## config.mk

```make
export PLATFORM = sky130hd
export DESIGN_NAME = dds_reg_bank
export DESIGN_NICKNAME = d
export VERILOG_FILES = /design/src/rtl/dds_bank_pkg.sv /design/src/rtl/dds_bank_ctrl.sv /design/src/rtl/dds_chan_regs.sv /design/src/rtl/dds_reg_bank.sv
export SDC_FILE = /design/constraint.sdc
export NUM_CORES = 1
export LEC_CHECK = 0
export CORE_UTILIZATION = 54
export DETAILED_ROUTE_END_ITERATION = 10
export PLACE_DENSITY = 0.79
export SETUP_SLACK_MARGIN = 0.05
export SLEW_MARGIN = 20
export SYNTH_ARGS = -nofsm -noshare
export SYNTH_HDL_FRONTEND = slang
export SYNTH_SLANG_ARGS = --single-unit
```

## constraint.sdc

```tcl
create_clock -name clk -period 1.8 [get_ports clk]
set_input_delay 0.18 -clock clk [delete_from_list [all_inputs] [get_ports clk]]
set_output_delay 0.18 -clock clk [all_outputs]
set_load 0.02 [all_outputs]
```

## src/rtl/dds_bank_pkg.sv

```systemverilog
package dds_bank_pkg;
    localparam int FTW_W = 32;
    localparam int POW_W = 14;
    localparam int ASF_W = 10;
    localparam int ALN_W = 3;

    localparam logic [7:0] ADR_SEL  = 8'h00;
    localparam logic [7:0] ADR_FUNC = 8'h03;
    localparam logic [7:0] ADR_FTW  = 8'h04;
    localparam logic [7:0] ADR_POW  = 8'h05;
    localparam logic [7:0] ADR_AMP  = 8'h06;

    localparam int PD_BIT     = 7;
    localparam int ALN_LSB    = 16;
    localparam int MDLY_BIT   = 22;
    localparam int ASF_EN_BIT = 12;

    typedef enum logic [2:0] {
        FLD_NONE, FLD_SEL, FLD_FUNC, FLD_FTW, FLD_POW, FLD_AMP
    } field_e;

    typedef enum logic {
        ST_SYNCED, ST_HELD
    } bank_state_e;

    typedef struct packed {
        logic             pd;
        logic             mdly;
        logic [ALN_W-1:0] align;
        logic             asf_en;
        logic [ASF_W-1:0] asf;
        logic [POW_W-1:0] pow;
        logic [FTW_W-1:0] ftw;
    } chan_word_t;
endpackage

```

## src/rtl/dds_bank_ctrl.sv

```systemverilog
module dds_bank_ctrl
    import dds_bank_pkg::*;
#(
    parameter int NCH = 4,
    parameter int AW  = 8,
    parameter int DW  = 32
) (
    input  logic           clk,
    input  logic           mreset,
    input  logic           wr_en,
    input  logic [AW-1:0]  wr_addr,
    input  logic [DW-1:0]  wr_data,
    input  logic           upd_strobe,
    output logic [NCH-1:0] ch_sel,
    output field_e         fld,
    output logic [NCH-1:0] stage_mask,
    output logic           commit
);
    bank_state_e state, state_nxt;
    logic        stage_hit;

    always_comb begin
        unique case (wr_addr)
            AW'(ADR_SEL):  fld = FLD_SEL;
            AW'(ADR_FUNC): fld = FLD_FUNC;
            AW'(ADR_FTW):  fld = FLD_FTW;
            AW'(ADR_POW):  fld = FLD_POW;
            AW'(ADR_AMP):  fld = FLD_AMP;
            default:       fld = FLD_NONE;
        endcase
    end

    assign stage_hit  = wr_en && (fld != FLD_NONE) && (fld != FLD_SEL) && (|ch_sel);
    assign stage_mask = stage_hit ? ch_sel : '0;

    always_ff @(posedge clk) begin
        if (mreset) begin
            ch_sel <= '1;
        end else if (wr_en && fld == FLD_SEL) begin
            ch_sel <= wr_data[NCH-1:0];
        end
    end

    always_ff @(posedge clk) begin
        if (mreset) state <= ST_SYNCED;
        else        state <= state_nxt;
    end

    always_comb begin
        state_nxt = state;
        unique case (state)
            ST_SYNCED: if (stage_hit) state_nxt = ST_HELD;
            ST_HELD:   if (upd_strobe && !stage_hit) state_nxt = ST_SYNCED;
            default:   state_nxt = ST_SYNCED;
        endcase
    end

    always_comb begin
        commit = 1'b0;
        unique case (state)
            ST_SYNCED: commit = 1'b0;
            ST_HELD:   commit = upd_strobe;
            default:   commit = 1'b0;
        endcase
    end
endmodule

```

## src/rtl/dds_chan_regs.sv

```systemverilog
module dds_chan_regs
    import dds_bank_pkg::*;
#(
    parameter int DW = 32
) (
    input  logic       clk,
    input  logic       mreset,
    input  logic       ld,
    input  field_e     fld,
    input  logic [DW-1:0] wdata,
    input  logic       commit,
    output chan_word_t act_o
);
    chan_word_t stg_q, act_q;

    always_ff @(posedge clk) begin
        if (mreset) begin
            stg_q <= '0;
            act_q <= '0;
        end else begin
            if (commit) act_q <= stg_q;
            if (ld) begin
                unique case (fld)
                    FLD_FUNC: begin
                        stg_q.pd    <= wdata[PD_BIT];
                        stg_q.mdly  <= wdata[MDLY_BIT];
                        stg_q.align <= wdata[ALN_LSB +: ALN_W];
                    end
                    FLD_FTW: stg_q.ftw <= wdata[FTW_W-1:0];
                    FLD_POW: stg_q.pow <= wdata[POW_W-1:0];
                    FLD_AMP: begin
                        stg_q.asf    <= wdata[ASF_W-1:0];
                        stg_q.asf_en <= wdata[ASF_EN_BIT];
                    end
                    default: stg_q <= stg_q;
                endcase
            end
        end
    end

    assign act_o = act_q;
endmodule

```

## src/rtl/dds_reg_bank.sv

```systemverilog
module dds_reg_bank
    import dds_bank_pkg::*;
#(
    parameter int NCH = 4,
    parameter int AW  = 8,
    parameter int DW  = 32
) (
    input  logic                 clk,
    input  logic                 mreset,
    input  logic                 wr_en,
    input  logic [AW-1:0]        wr_addr,
    input  logic [DW-1:0]        wr_data,
    input  logic                 upd_strobe,
    output logic [NCH-1:0]       ch_sel,
    output logic [NCH*FTW_W-1:0] out_ftw,
    output logic [NCH*POW_W-1:0] out_pow,
    output logic [NCH*ASF_W-1:0] out_asf,
    output logic [NCH-1:0]       out_asf_en,
    output logic [NCH*ALN_W-1:0] out_align,
    output logic [NCH-1:0]       out_mdly,
    output logic [NCH-1:0]       out_pd
);
    field_e         fld;
    logic [NCH-1:0] stage_mask;
    logic           commit;

    dds_bank_ctrl #(.NCH(NCH), .AW(AW), .DW(DW)) u_ctrl (
        .clk        (clk),
        .mreset     (mreset),
        .wr_en      (wr_en),
        .wr_addr    (wr_addr),
        .wr_data    (wr_data),
        .upd_strobe (upd_strobe),
        .ch_sel     (ch_sel),
        .fld        (fld),
        .stage_mask (stage_mask),
        .commit     (commit)
    );

    for (genvar c = 0; c < NCH; c++) begin : g_ch
        chan_word_t act;

        dds_chan_regs #(.DW(DW)) u_regs (
            .clk    (clk),
            .mreset (mreset),
            .ld     (stage_mask[c]),
            .fld    (fld),
            .wdata  (wr_data),
            .commit (commit),
            .act_o  (act)
        );

        assign out_ftw[c*FTW_W +: FTW_W]   = act.pd ? '0 : act.ftw;
        assign out_pow[c*POW_W +: POW_W]   = act.pd ? '0 : act.pow;
        assign out_asf[c*ASF_W +: ASF_W]   = act.pd ? '0 : act.asf;
        assign out_asf_en[c]               = act.asf_en;
        assign out_align[c*ALN_W +: ALN_W] = act.align;
        assign out_mdly[c]                 = act.mdly;
        assign out_pd[c]                   = act.pd;
    end
endmodule

```

======== Word-level counts from Yosys, hierarchy flattened ========
Index checks and enable logic that the tools add are counted.
storage, ports and cells
  bits in registers ....................... 501
  input port bits ......................... 44
  logic and storage cells ................. 112
cells by class
  equal/unequal tests ..................... 10
  muxes and demuxes ....................... 18
  bitwise logic cells ..................... 1
  reductions and logical operators ........ 25
operators with widths
  operator            count
  $mux 32             4
  $mux 14             4
  $mux 10             4
  $reduce_and 2->1    16
  $eq 8x3->1 const B  3
  $pmux 3 s5          1
  $eq 8x2->1 const B  1
  $logic_not 8->1     1
  $eq 3x2->1 const B  2
  $eq 3x3->1 const B  2
  $logic_and 1x1->1   5
  $mux 4              1
  $pmux 1 s2          2
  $reduce_or 4->1     1
  $eq 3x1->1 const B  1
  $ne 3x1->1 const B  1
  $reduce_bool 3->1   1
  $mux 1              2
  $logic_not 1->1     1
  $not 1->1           1

======== Longest topological paths before layout ========
  word-level depth ........................ 10
  mapped depth ............................ 7
  mapped depth without buffers ............ 3

======== Modules after synthesis ========
Synthesis repeated with hierarchy kept, for this count alone.
second synthesis, totals
  cell total of the unflattened synthesis .. 2,062
  area, all modules ....................... 21,448.1 um^2
by module, submodules not included
  module         instances  cells an instance  area each (um^2)  sequential area each (um^2)
  dds_chan_regs  4          443                4,814.6           2,482.4
  dds_reg_bank   1          248                1,851.8           0.0
  dds_bank_ctrl  1          42                 337.8             100.1

======== Worst setup path after synthesis ========
No wires, ideal clock.
  kind .................................... flip-flop to flip-flop
  from .................................... register u_ctrl.ch_sel[2]
  to ...................................... register g_ch[2].u_regs.stg_q[46] in the netlist's numbering
  library setup time ...................... 132 ps
  arrival time ............................ 1,635 ps
  data required time ...................... 1,668 ps
  setup slack ............................. 33 ps
  stages on the path, launching flop included .. 6
  clock period less this slack ............ 1,767 ps
  cell sequence ........................... dfxtp_1 > clkbuf_1 > nand4_1 > or4b_1 > buf_2 > mux2i_1
between the ends
  word-level cells in the longest chain between the ends .. 4
ends and longest elaborated chain
  item                          RTL line             source
  start: declaration            dds_bank_ctrl.sv:14  output logic [NCH-1:0] ch_sel,
  start signal: assignment      dds_bank_ctrl.sv:40  ch_sel <= wr_data[NCH-1:0];
  $reduce_or 4->1               dds_bank_ctrl.sv:33  assign stage_hit = wr_en && (fld != FLD_NONE) && (fld != FLD_SEL) && (|ch_sel);
  $logic_and 1x1->1             dds_bank_ctrl.sv:33
  $mux 4 *                      dds_bank_ctrl.sv:34  assign stage_mask = stage_hit ? ch_sel : '0;
  $reduce_and 2->1 (no line) *  n/a
  end signal: assignment        dds_chan_regs.sv:35  default: stg_q <= stg_q;
  end: declaration              dds_chan_regs.sv:14  chan_word_t stg_q, act_q;
Mark *: on every way between the ends. The rest lies on a longest branch, timed or not.
A chain may end at the register's enable or synchronous reset.

======== Final worst setup path ========
  from .................................... register g_ch[1].u_regs.act_q, in the netlist g_ch[1].u_regs.act_o[61]
  to ...................................... output out_ftw[54]
between the ends
  word-level cells in the longest chain between the ends .. 1
ends and longest elaborated chain
  item                      RTL line             source
  start: declaration        dds_chan_regs.sv:14
  start signal: assignment  dds_chan_regs.sv:21  if (commit) act_q <= stg_q;
  $mux 32                   dds_reg_bank.sv:53   assign out_ftw[c*FTW_W +: FTW_W] = act.pd ? '0 : act.ftw;
  end: declaration          dds_reg_bank.sv:15   output logic [NCH*FTW_W-1:0] out_ftw,
Every way passes these cells.

==> reports/results.ini <==
[route]
drtAntennaViolNets=0
drt_iter0_drc=946
totalWireLength_um=54700
drc=0
via_count=15900
drt_first_pass_iters=5
wl_per_cell_um=18.2
vias_per_cell=5.29

[global_route]
globalRouteOverflowTotal=0
grt_use_total_pct=27.7
antenna_found_initial=3
grt_pass1_wl_um=83900
grt_pass1_vias=15700
grt_max_degree=113

[clock_network]
clockRootBuffer=clkbuf_16
path_clk_slew_ns=0.06
cts_buffers=49
cts_max_level=2
clkLatencyLatePin_ns=0.55
cts_hold_buf=0
clockBufferDepth=3
cts.sinks=501
cts_tree=built

[timing]
tightest_slew_ns=0.823
setup_ws_ns=0.0476
skew_ns=0.0121
finalCritPeriodShare_pct=97.4
drv_slew=0
period_minus_slack_ns=1.75
setup-tns-final_ns=0
fmax_mhz=571
whs_ns=0.0202
relSlewSlack_pct=45.1
rsz0062_at_grt=true
setup_violations=0
hold_violations=0

[synth]
synth.distinct_cells=32
synth_common_cells=dfxtp_1, nand2_1, nand2b_1
syn_area_per_cell_sq_um=8.96
synthCells=2256
synth_seq_cells=501
synth_area_leaders=dfxtp_1, mux2i_1, nand2_1
ys_seq_area_share_pct=49.6
synth_ff_type=dfxtp_1
ys_async_sr_fraction_pct=0
yosys_warnings=0
synth_edf_count=0
syn-num-nets=2300
yosys.area.top_type_share_pct=49.6
yosys.area.top_type=dfxtp_1
synth_most_common_cell=dfxtp_1
syn_area_sq_um=20200

[floorplan]
rows=70
core-area_sq_um=36700
die_y_um=195
die-area_sq_um=38200
die_w_um=195
pin_count=296
start_util_pct=55.1

[min_path]
hold_depth=2
hold_path.class=input pin to flop

[placement]
placed_cells=2905
placed_cell_area_sq_um=24000
io_buffers=295
globalplace.congestion=0.887
dp_slack_ns=-0.315
hpwl_um=35600

[setup_path]
worst-r2r-cell-count=4
path_cells=buf_6, buf_16, nor2b_1, buf_4
critical_path_depth=4
critPathTopFamily=buffers and inverters
worstPathArrival_ns=1.57
crit_path_end_kind=output pin
cp_slowest_stage_delay_ns=0.44
cp_slowest_cell=dfxtp_4
path_max_fanout=15
crit_type=flop to output pin
worstPathRequired_ns=1.62
cp-start-kind=flop
worst-path-buf-inv=3

[power_and_ir_drop]
clkPwrFrac_pct=46.6
p_int_mw=17.4
power.share.sequential_pct=50.1
vdd_ir_drop_max_uv=707
combPwrFrac_pct=3.3
total_power_mw=22.1
sw_frac_of_total_pct=21.3
p_leak_nw=11.4
p_sw_mw=4.71
power_density_nw_per_um2=868

[layout]
nNetsFinal=2544
drive_gt1_share_pct=17.3
final_util_pct=69.5
fillers=2836
syn_to_final_growth_pct=26.2
stdcell_area_sq_um=25500
stdcell_count=3011

[run]
cap_violations=0

[run_status]
status=finished, final reports clean

[path summary, 6_finish.rpt]
path,startpoint,endpoint,slack [ns]
worst max register to register,u_ctrl.ch_sel[2],g_ch[2].u_regs.stg_q[48],0.27
worst min register to register,g_ch[3].u_regs.act_o[15],g_ch[3].u_regs.act_o[15],0.45
worst max-delay path,g_ch[1].u_regs.act_o[61],out_ftw[54],0.05
worst min-delay path,mreset,g_ch[0].u_regs.act_o[8],0.02
[power by group through the flow]
stage                     clock network, mW  logic, mW  registers, mW
after floorplan                           0      0.356           11.3
after CTS                              10.4      0.723           11.1
after global routing                   10.9      0.759           11.1
after detailed placement                  0      0.718           11.3
final                                  10.3      0.732           11.1
after global placement                    0      0.713           11.3
[final cells by class]
class,instances,area (sq um),area share (%)
sequential,501,10000,39.4
multi-input combinational,1545,9440,37.0
timing repair buffer,403,3790,14.9
clock buffer,68,1400,5.49
tap,468,586,2.30
clock inverter,23,229,0.898
antenna,3,7.51,0.0294
[registers in the layout (all words and copies together) (netlist names)]
name	cells
g_ch.u_regs.stg_q	248
g_ch.u_regs.act_o	248
u_ctrl.ch_sel	4
u_ctrl.state	1
[cell usage in the layout, fill, tap and decap left out, types with 2 or more instances in the layout]
cell type and instances:
nand2_1 497, dfxtp_1 497, nand2b_1 280, mux2i_1 252, a21oi_1 248, nor2b_1 177, buf_4 115, clkbuf_16 54
buf_2 48, clkbuf_2 46, clkdlybuf4s50_1 45, buf_12 41, dlygate4sd2_1 32, nor2b_4 27, buf_6 26, clkdlybuf4s15_1 24
nor2b_2 20, clkinv_2 16, clkbuf_1 11, clkdlybuf4s15_2 11, nor2_1 9, dlymetal6s2s_1 8, nand4_1 7, clkbuf_8 6
nand4_2 4, or4b_1 4, bufinv_16 4, diode_2 3, dfxtp_4 3, nand4b_4 2, inv_6 2, buf_16 2
[what timing repair did]
action / 4_1_cts / 5_1_grt
endpoints found under the setup margin: 241 / 205
buffers inserted: 4 / 2
endpoints found under the hold margin: 0 / 0
gates cloned: 0 / 6
resized for setup: 711 / 243
[per-layer routing]
metal	up-vias	track usage [%]	wire (um)
met3	116	5.75	3450
li1	7728	-	-
met2	485	47.8	26600
met1	7610	33.8	22800
met5	-	0	0
met4	0	10.5	1900
[kinds of logic (layout without fill, tap and decap cells)]
kind of cell / after synthesis / after routing / share of synthesized area (%)
buf+inv: 210 / 494 / 5.08
other cells: 0 / 3 / 0
flops: 501 / 501 / 49.6
simple gates: 1042 / 1042 / 26.5
mux: 252 / 252 / 12.5
compound gates: 251 / 251 / 6.24
No activity file was read; power rests on OpenSTA's default activity.
